`src/rtl/spi_irq_pkg.sv`:
```
`timescale 1ns/1ps
package spi_irq_pkg;
    localparam int unsigned OFS_GIE  = 32'h1C;
    localparam int unsigned OFS_STAT = 32'h20;
    localparam int unsigned OFS_ENA  = 32'h28;
    localparam int unsigned OFS_SRST = 32'h40;
    localparam logic [31:0] SRST_KEY = 32'h0000_000A;
    localparam int GIE_BIT = 31;

    localparam int SRC_MODE_FAULT  = 0;
    localparam int SRC_SLV_FAULT   = 1;
    localparam int SRC_TX_EMPTY    = 2;
    localparam int SRC_TX_UNDERRUN = 3;
    localparam int SRC_RX_FULL     = 4;
    localparam int SRC_RX_OVERRUN  = 5;
    localparam int SRC_TX_HALF     = 6;

    typedef enum logic [0:0] {
        RS_IDLE   = 1'b0,
        RS_ACTIVE = 1'b1
    } rst_state_e;
endpackage

```
`src/rtl/irq_status_bank.sv`:
```
`timescale 1ns/1ps
module irq_status_bank #(
    parameter int NUM_SRC = 7
) (
    input  logic               clk_i,
    input  logic               rst_ni,
    input  logic               flush_i,
    input  logic [NUM_SRC-1:0] evt_i,
    input  logic               clr_we_i,
    input  logic [NUM_SRC-1:0] clr_mask_i,
    output logic [NUM_SRC-1:0] status_o
);
    for (genvar k = 0; k < NUM_SRC; k++) begin : g_bit
        logic bit_q;
        always_ff @(posedge clk_i or negedge rst_ni) begin
            if (!rst_ni) begin
                bit_q <= 1'b0;
            end else if (flush_i) begin
                bit_q <= 1'b0;
            end else if (evt_i[k]) begin
                bit_q <= 1'b1;
            end else if (clr_we_i && clr_mask_i[k]) begin
                bit_q <= 1'b0;
            end
        end
        assign status_o[k] = bit_q;
    end
endmodule

```
`src/rtl/soft_reset_fsm.sv`:
```
`timescale 1ns/1ps
module soft_reset_fsm
    import spi_irq_pkg::*;
#(
    parameter int RST_CYCLES = 4
) (
    input  logic clk_i,
    input  logic rst_ni,
    input  logic key_hit_i,
    output logic active_o
);
    localparam int CW = $clog2(RST_CYCLES + 1);

    rst_state_e state_q, state_d;
    logic [CW-1:0] cnt_q, cnt_d;

    always_ff @(posedge clk_i or negedge rst_ni) begin
        if (!rst_ni) begin
            state_q <= RS_IDLE;
            cnt_q   <= '0;
        end else begin
            state_q <= state_d;
            cnt_q   <= cnt_d;
        end
    end

    always_comb begin
        state_d  = state_q;
        cnt_d    = cnt_q;
        active_o = 1'b0;
        unique case (state_q)
            RS_IDLE: begin
                if (key_hit_i) begin
                    state_d = RS_ACTIVE;
                    cnt_d   = CW'(RST_CYCLES - 1);
                end
            end
            RS_ACTIVE: begin
                active_o = 1'b1;
                if (cnt_q == '0) begin
                    state_d = RS_IDLE;
                end else begin
                    cnt_d = cnt_q - 1'b1;
                end
            end
            default: state_d = RS_IDLE;
        endcase
    end
endmodule

```
`src/rtl/irq_gate.sv`:
```
`timescale 1ns/1ps
module irq_gate #(
    parameter int NUM_SRC = 7
) (
    input  logic [NUM_SRC-1:0] status_i,
    input  logic [NUM_SRC-1:0] enable_i,
    input  logic               gie_i,
    output logic               irq_o
);
    logic [NUM_SRC-1:0] pend;
    for (genvar k = 0; k < NUM_SRC; k++) begin : g_pend
        assign pend[k] = status_i[k] & enable_i[k];
    end
    assign irq_o = gie_i & (|pend);
endmodule

```
`src/rtl/spi_irq_ctrl.sv`:
```
`timescale 1ns/1ps
module spi_irq_ctrl
    import spi_irq_pkg::*;
#(
    parameter int ADDR_W     = 8,
    parameter int NUM_SRC    = 7,
    parameter int RST_CYCLES = 4
) (
    input  logic               clk_i,
    input  logic               rst_ni,
    input  logic               bus_wr_i,
    input  logic [ADDR_W-1:0]  bus_addr_i,
    input  logic [31:0]        bus_wdata_i,
    output logic [31:0]        bus_rdata_o,
    input  logic [NUM_SRC-1:0] evt_i,
    output logic               irq_o,
    output logic               core_rst_o
);
    logic               hit_gie, hit_stat, hit_ena, hit_srst;
    logic               gie_q;
    logic [NUM_SRC-1:0] enable_q;
    logic [NUM_SRC-1:0] status_q;
    logic               key_hit;

    assign hit_gie  = (bus_addr_i == ADDR_W'(OFS_GIE));
    assign hit_stat = (bus_addr_i == ADDR_W'(OFS_STAT));
    assign hit_ena  = (bus_addr_i == ADDR_W'(OFS_ENA));
    assign hit_srst = (bus_addr_i == ADDR_W'(OFS_SRST));
    assign key_hit  = bus_wr_i && hit_srst && (bus_wdata_i == SRST_KEY);

    soft_reset_fsm #(.RST_CYCLES(RST_CYCLES)) u_srst (
        .clk_i     (clk_i),
        .rst_ni    (rst_ni),
        .key_hit_i (key_hit),
        .active_o  (core_rst_o)
    );

    irq_status_bank #(.NUM_SRC(NUM_SRC)) u_stat (
        .clk_i      (clk_i),
        .rst_ni     (rst_ni),
        .flush_i    (core_rst_o),
        .evt_i      (evt_i),
        .clr_we_i   (bus_wr_i && hit_stat),
        .clr_mask_i (bus_wdata_i[NUM_SRC-1:0]),
        .status_o   (status_q)
    );

    always_ff @(posedge clk_i or negedge rst_ni) begin
        if (!rst_ni) begin
            enable_q <= '0;
        end else if (core_rst_o) begin
            enable_q <= '0;
        end else if (bus_wr_i && hit_ena) begin
            enable_q <= bus_wdata_i[NUM_SRC-1:0];
        end
    end

    always_ff @(posedge clk_i or negedge rst_ni) begin
        if (!rst_ni) begin
            gie_q <= 1'b0;
        end else if (bus_wr_i && hit_gie) begin
            gie_q <= bus_wdata_i[GIE_BIT];
        end
    end

    irq_gate #(.NUM_SRC(NUM_SRC)) u_gate (
        .status_i (status_q),
        .enable_i (enable_q),
        .gie_i    (gie_q),
        .irq_o    (irq_o)
    );

    always_comb begin
        bus_rdata_o = '0;
        if (hit_gie) begin
            bus_rdata_o[GIE_BIT] = gie_q;
        end else if (hit_stat) begin
            bus_rdata_o[NUM_SRC-1:0] = status_q;
        end else if (hit_ena) begin
            bus_rdata_o[NUM_SRC-1:0] = enable_q;
        end
    end
endmodule

```
`config.mk`:
```
export PLATFORM = sky130hd
export DESIGN_NAME = spi_irq_ctrl
export DESIGN_NICKNAME = d
export VERILOG_FILES = /design/src/rtl/spi_irq_pkg.sv /design/src/rtl/irq_status_bank.sv /design/src/rtl/soft_reset_fsm.sv /design/src/rtl/irq_gate.sv /design/src/rtl/spi_irq_ctrl.sv
export SDC_FILE = /design/constraint.sdc
export NUM_CORES = 1
export LEC_CHECK = 0
export ABC_AREA = 1
export ABC_CLOCK_PERIOD_IN_PS = 1900
export CORE_MARGIN = 5
export CORE_UTILIZATION = 31
export CTS_BUF_LIST = sky130_fd_sc_hd__clkbuf_8
export CTS_CLUSTER_SIZE = 8
export DETAILED_ROUTE_END_ITERATION = 8
export GPL_TIMING_DRIVEN = 0
export PLACE_DENSITY = 0.73
export SKIP_CTS_REPAIR_TIMING = 1
export SYNTH_ARGS = -nofsm -noshare
export SYNTH_HDL_FRONTEND = slang
export SYNTH_SLANG_ARGS = --single-unit
```
`constraint.sdc`:
```
create_clock -name clk_i -period 1.9 [get_ports clk_i]
set_input_delay 0.38 -clock clk_i [delete_from_list [all_inputs] [get_ports clk_i]]
set_output_delay 0.38 -clock clk_i [all_outputs]
set_load 0.005 [all_outputs]
```
==> run metrics, run 1 <==
Clock transition at path regs 0.07 ns; Remaining DRCs 0; remaining antenna violation count 0; antenna violations before repair 0; GP Congestion 0.8029; Die W 75.84 um; io pins 84; vias per cell 4.175; Area contributors post-synth dfrtp_1, buf_4, inv_1; sequential area share after synthesis 35.38%; Tmin final 1.837 ns; Core Footprint 0.004294 mm^2; # clock sinks 19; Total Die Area 0.005752 mm^2; Synth top area share 35.38%; CP startpoint kind primary input; clock group share of total power 30.3%; fin crit share 96.70%; Arr. time, crit path 1.46 ns; share of layout cells above drive strength 1 19.64%; Bufs on Longest Clock Path 2; # setup viols final 0; Net count, final 333; critical path's largest stage delay 0.25 ns; HPWL reported at the end of detailed placement 2.971 mm; Crit Path Max Fanout 3; ANT cells 0; max-slew violations 0; H-tree levels 1; Syn-to-layout area delta 64.25%; post-place setup slack -0.7435 ns; Worst-Margin Slew 0.8638 ns; CP max stage cell nor3_4; stages on the worst setup path 8; Max rail drop VDD 240.4 uV; WS Path Type primary input to primary output; Die H 75.84 um; worst setup margin 0.06279 ns; post-route cell area 0.002207 mm^2; Root Driver clkbuf_8; DR vias 1386; fin util 51.40%; Avg Inst Size Synth 7.073 um^2; total grt overflow 0; CTS tree built; Layout fillers 425; Synth Cell Area 0.001344 mm^2; power density over the cells 418.1 mW/mm^2; setup_tns 0 ns; Net Sw Frac 23.93%; CTS Buf Count 3; drt wl/cell 10.61 um; Leak 1.262 nW; starting density of the core 31.29%; Worst Setup End Kind primary output; # rows 24; Synth cell types 21; Seq pwr share 45.1%; worst-case clock skew 0.001926 ns; Synth Instances 190; 1st-pass router iterations 4; Internal 0.7020 mW; ordered list of cells on the worst path clkbuf_2 > nor2_4 > nand2_2 > nor3_4 > buf_6 > buf_4 > a22o_1 > buf_2; Port Buffers 59; Synth Register Bits 19; Max Cap Viol 0; first-pass GRT wire length 5.050 mm; Area after DPL 0.002086 mm^2; Net Switching 0.2208 mW; CP Buf/Inv Count 4; status complete, no violations; max_slew headroom 42.23%; largest net degree at the start of global routing 20; Comb pwr share 24.7%; yosys warns 0; vias in the first global route 1274; WHS 0.5037 ns; FF-to-FF path depth 7; hold path cells 2; initial drt markers 41; drt total wl 3.524 mm; cell family with most CP delay buffers and inverters; Total GRT Usage 11.46%; Hold Crit Class register to register; Critical Path RT 1.52 ns; cell taking the most area after synthesis dfrtp_1; Fmax 0.5443 GHz; Clock Latency Late Sink 0.25 ns; Final Hold Viols 0
## cells in the final DEF, fill, tap and decap left out
master           count
clkdlybuf4s50_1     42
inv_1               30
nor2_1              27
buf_4               27
conb_1              24
nand2_1             22
dfrtp_1             19
o21ai_1             13
dlymetal6s2s_1      12
nand3_1             11
a21oi_1             10
o22ai_1              6
inv_2                5
nand2_2              4
a22o_1               4
nor2_4               3
clkbuf_8             3
clkbuf_2             3
nand3_2              2
nand4_1              2
buf_2                2
ha_1                 2
buf_6                2
nor2_2               1
nor3_4               1
and3_1               1
or2_2                1
clkinv_2             1
## tightest hold or removal path: stages (launching register included)
cell and delay (ns):
dfrtp_1 0.34, nand3_1 0.07, nand2_1 0.06
## cell usage after synthesis
cell type	instances
and3_1	1
nand3_1	12
nand3_2	1
a21oi_1	10
ha_1	2
nor2_2	2
nand2_2	2
buf_4	24
nor3_4	1
o21ai_1	13
conb_1	1
dfrtp_1	19
nand4_1	2
or2_2	1
inv_1	33
inv_2	2
buf_2	1
nand2_1	24
a22o_1	4
nor2_1	29
o22ai_1	6
## registers in the layout, summed over array words and instances (netlist names)
register	count
u_srst.state_q	1
u_srst.cnt_q	3
enable_q	7
u_stat.g_bit.bit_q	7
gie_q	1
## per-layer routing
layer | global-route usage, % | share of wire (%) | up-vias
met3 | 3.034 | 9.2 | 5
met5 | 0 | 0 | -
met2 | 21.86 | 52 | 49
met1 | 11.76 | 37 | 595
met4 | 4.272 | 0.94 | 0
li1 | - | - | 737
## metrics by stage
stage,power (mW),cells
after floorplan,0.5141,213
after global placement,0.6467,324
after detailed placement,0.6483,324
after CTS,0.9252,328
after global routing,0.9640,332
final,0.9228,332
## worst paths after layout
path | start | endpoint | slack [ns]
max | bus_addr_i[6] | bus_rdata_o[6] | 0.06
min | u_srst.cnt_q[2] | u_srst.cnt_q[2] | 0.50
max reg2reg | u_srst.cnt_q[0] | u_srst.cnt_q[2] | 0.52
min reg2reg | u_srst.cnt_q[2] | u_srst.cnt_q[2] | 0.50
max in group asynchronous | rst_ni | u_srst.cnt_q[2] | 0.75
min in group asynchronous | rst_ni | u_stat.g_bit[3].bit_q | 0.62
## cell type report
type	count	area (um^2)	area share, %
multi-input combinational	134	668.1	30.27
clock inverter	1	5.005	0.2268
timing repair buffer	63	635.6	28.80
sequential	19	475.5	21.54
tap	52	65.06	2.948
inverter	35	131.4	5.952
clock buffer	3	41.29	1.871
buffer	25	185.2	8.390
## kinds of logic (layout without fill, tap and decap cells)
family          count (synthesis)  after routing  synth area share (%)
simple gates                   75             75                 24.95
buf+inv                        60            127                 23.56
compound gates                 33             33                 13.97
flops                          19             19                 35.38
fa+ha+maj                       2              2                 1.862
other cells                     1             24                0.2791
## power by group through the flow
stage / combinational, mW / clock, mW / sequential [mW]
after global routing: 0.249 / 0.299 / 0.416
after global placement: 0.223 / 0 / 0.423
after CTS: 0.225 / 0.284 / 0.416
after floorplan: 0.0913 / 0 / 0.423
after detailed placement: 0.225 / 0 / 0.424
final: 0.228 / 0.279 / 0.416
(Power assumes the default switching activity.)
==> run 2: changes to the inputs <==
--- a/config.mk
+++ b/config.mk
@@ -14,7 +14,6 @@
 export DETAILED_ROUTE_END_ITERATION = 8
 export GPL_TIMING_DRIVEN = 0
 export PLACE_DENSITY = 0.73
-export SKIP_CTS_REPAIR_TIMING = 1
 export SYNTH_ARGS = -nofsm -noshare
 export SYNTH_HDL_FRONTEND = slang
 export SYNTH_SLANG_ARGS = --single-unit
==> run 2 against run 1 <==
Effect of this change: clock power about the same; clock skew rose by 0.0015 ns; sequential share of layout area rose by 0.098 points; routed wire length grew 1.1%; first-iteration DRC count is 32% higher; setup slack gained 0.033 ns; clock-buffer cell count is the same; cell area fell by 0.45%.
==> run metrics, run 2 (synthesized netlist as in run 1, its figures left out) <==
status complete, no violations; Hold Path End u_srst.cnt_q[2]; Internal 0.6993 mW; drt wl/cell 10.67 um; remaining antenna violation count 0; Worst Setup End Kind primary output; Hold Crit Class register to register; most frequent cells in the layout clkdlybuf4s50_1, inv_1, nor2_1, buf_4, conb_1; Port Buffers 59; # clock sinks 19; GP Congestion 0.8029; vias in the first global route 1291; Die W 75.84 um; ordered list of cells on the worst path clkdlybuf4s15_1 > nor2_4 > nand3_2 > nor2_4 > buf_12 > a22o_1 > buf_2; # rows 24; CTS Buf Count 3; cell family with most CP delay buffers and inverters; Reg2Reg Launch Point u_srst.cnt_q[0]; clock group share of total power 30.5%; Net Sw Frac 24.11%; CTS tree built; first-pass GRT wire length 5.271 mm; ANT cells 0; max_slew headroom 41.34%; hold path cells 2; H-tree levels 1; 1st-pass router iterations 4; Worst R2R End u_srst.cnt_q[2]; vias per cell 4.129; fin crit share 94.97%; total grt overflow 0; Root Driver clkbuf_8; Worst-Margin Slew 0.8772 ns; Net count, final 335; initial drt markers 54; CTS Hold Bufs 0; Fmax 0.5542 GHz; largest registers enable_q (7), u_stat.g_bit.bit_q (7), u_srst.cnt_q (3); Max Cap Viol 0; setup_tns 0 ns; r2r setup slk 0.52 ns; drt total wl 3.563 mm; WS Path Type primary input to primary output; Total GRT Usage 12.00%; FF-to-FF path depth 7; antenna violations before repair 0; io pins 84; RSZ-0062 raised after global routing false; power density over the cells 419.4 mW/mm^2; Max rail drop VDD 239.8 uV; Crit Path Max Fanout 4; Die H 75.84 um; DR vias 1379; Core Footprint 0.004294 mm^2; most common cell after layout, fill and taps aside clkdlybuf4s50_1; largest net degree at the start of global routing 20; Top cell by count, worst path nor2_4; Clock transition at path regs 0.07 ns; starting density of the core 31.29%; Arr. time, crit path 1.42 ns; Total Die Area 0.005752 mm^2; # setup viols final 0; Clock Latency Late Sink 0.25 ns; CP max stage cell clkdlybuf4s15_1; CP startpoint kind primary input; Final Hold Viols 0; worst-case clock skew 0.003470 ns; max-slew violations 0; Layout fillers 428; WHS 0.5038 ns; HPWL reported at the end of detailed placement 2.971 mm; Critical Path RT 1.52 ns; Net Switching 0.2222 mW; Final Non-Filler Cells 334; critical path's largest stage delay 0.19 ns; Tmin final 1.804 ns; Hold Path Origin u_srst.cnt_q[2]; CP Buf/Inv Count 3; Syn-to-layout area delta 63.50%; Leak 1.127 nW; Seq pwr share 45.1%; share of layout cells above drive strength 1 22.34%; Bufs on Longest Clock Path 2; cell count after placement 324; Comb pwr share 24.4%; Remaining DRCs 0
==> run 2: changes by cell type in the layout (fill, tap and decap cells not counted) <==
| cell | previous run | this run |
|---|---|---|
| buf_12 | 0 | 1 |
| buf_2 | 2 | 8 |
| clkbuf_2 | 3 | 1 |
| clkdlybuf4s15_1 | 0 | 4 |
| dlygate4sd2_1 | 0 | 5 |
| dlymetal6s2s_1 | 12 | 0 |
| inv_2 | 5 | 4 |
| inv_4 | 0 | 1 |
| nor2_2 | 1 | 2 |
| nor2_4 | 3 | 2 |
| o22ai_1 | 6 | 3 |
| o22ai_2 | 0 | 3 |
==> run 2: through the flow <==
| step | utilization (%) | setup slack, ns | instance area, um^2 | power [mW] |
|---|---|---|---|---|
| after global placement | 48.57 | -0.6888 | 2086 | 0.6467 |
| final | 51.17 | 0.09555 | 2197 | 0.9214 |
| after global routing | 51.17 | 0.003000 | 2197 | 0.9667 |
| after detailed placement | 48.57 | -0.7435 | 2086 | 0.6483 |
| after CTS | 50.58 | 0.004488 | 2172 | 0.9206 |
| after floorplan | - | 0.4538 | 1430 | 0.5141 |
==> run 2: how the worst max path moves through the flow <==
stage	to	cells after the start	slack, ns	startpoint
after floorplan	bus_rdata_o[0]	5	0.45	bus_addr_i[1]
after global placement	bus_rdata_o[0]	8	-0.69	bus_addr_i[5]
after detailed placement	bus_rdata_o[0]	8	-0.74	bus_addr_i[5]
after CTS	bus_rdata_o[1]	8	0.004	bus_addr_i[7]
after global routing	bus_rdata_o[2]	9	0.003	bus_addr_i[5]
final	bus_rdata_o[6]	7	0.1	bus_addr_i[1]
==> run 2: area by class of cell <==
cell class | count | area (um^2) | share of cell area (%)
multi-input cells | 134 | 681.9 | 31.04
repair buffers | 65 | 609.3 | 27.73
flip-flops and latches | 19 | 475.5 | 21.64
plain buffers | 25 | 185.2 | 8.428
inverters | 35 | 133.9 | 6.093
well taps | 52 | 65.06 | 2.961
clock buffers | 3 | 41.29 | 1.879
clock inverters | 1 | 5.005 | 0.2278
==> run 2: what timing repair did <==
action / 4_1_cts / 5_1_grt
setup buffers: 6 / 0
resized for setup: 50 / 10
pin swaps: 11 / 6
endpoints found under the setup margin: 9 / 7
==> run 2: power by group through the flow <==
| stage | clock network, mW | logic, mW | registers (mW) |
|---|---|---|---|
| 4_1_cts | 0.284 | 0.221 | 0.416 |
| 6_report | 0.281 | 0.224 | 0.416 |
| 3_5_place_dp | 0 | 0.225 | 0.424 |
| 5_1_grt | 0.304 | 0.246 | 0.417 |
| 3_3_place_gp | 0 | 0.223 | 0.423 |
| 2_1_floorplan | 0 | 0.0913 | 0.423 |
==> run 2: worst register-to-register path, cell delays in order (launching register included) <==
cell     delay [ns]
dfrtp_1        0.36
inv_1          0.05
ha_1           0.19
ha_1           0.19
inv_1          0.05
nand2_1        0.11
or2_2          0.30
nand2_1        0.07
==> run 2: per-layer routing <==
layer  global-route usage [%]  vias up  share of wire (%)
li1                         -      737                  -
met1                    12.49      587                 37
met2                    22.53       51                 52
met3                    3.298        4                 10
met4                    4.660        0               0.98
met5                        0        -                  0
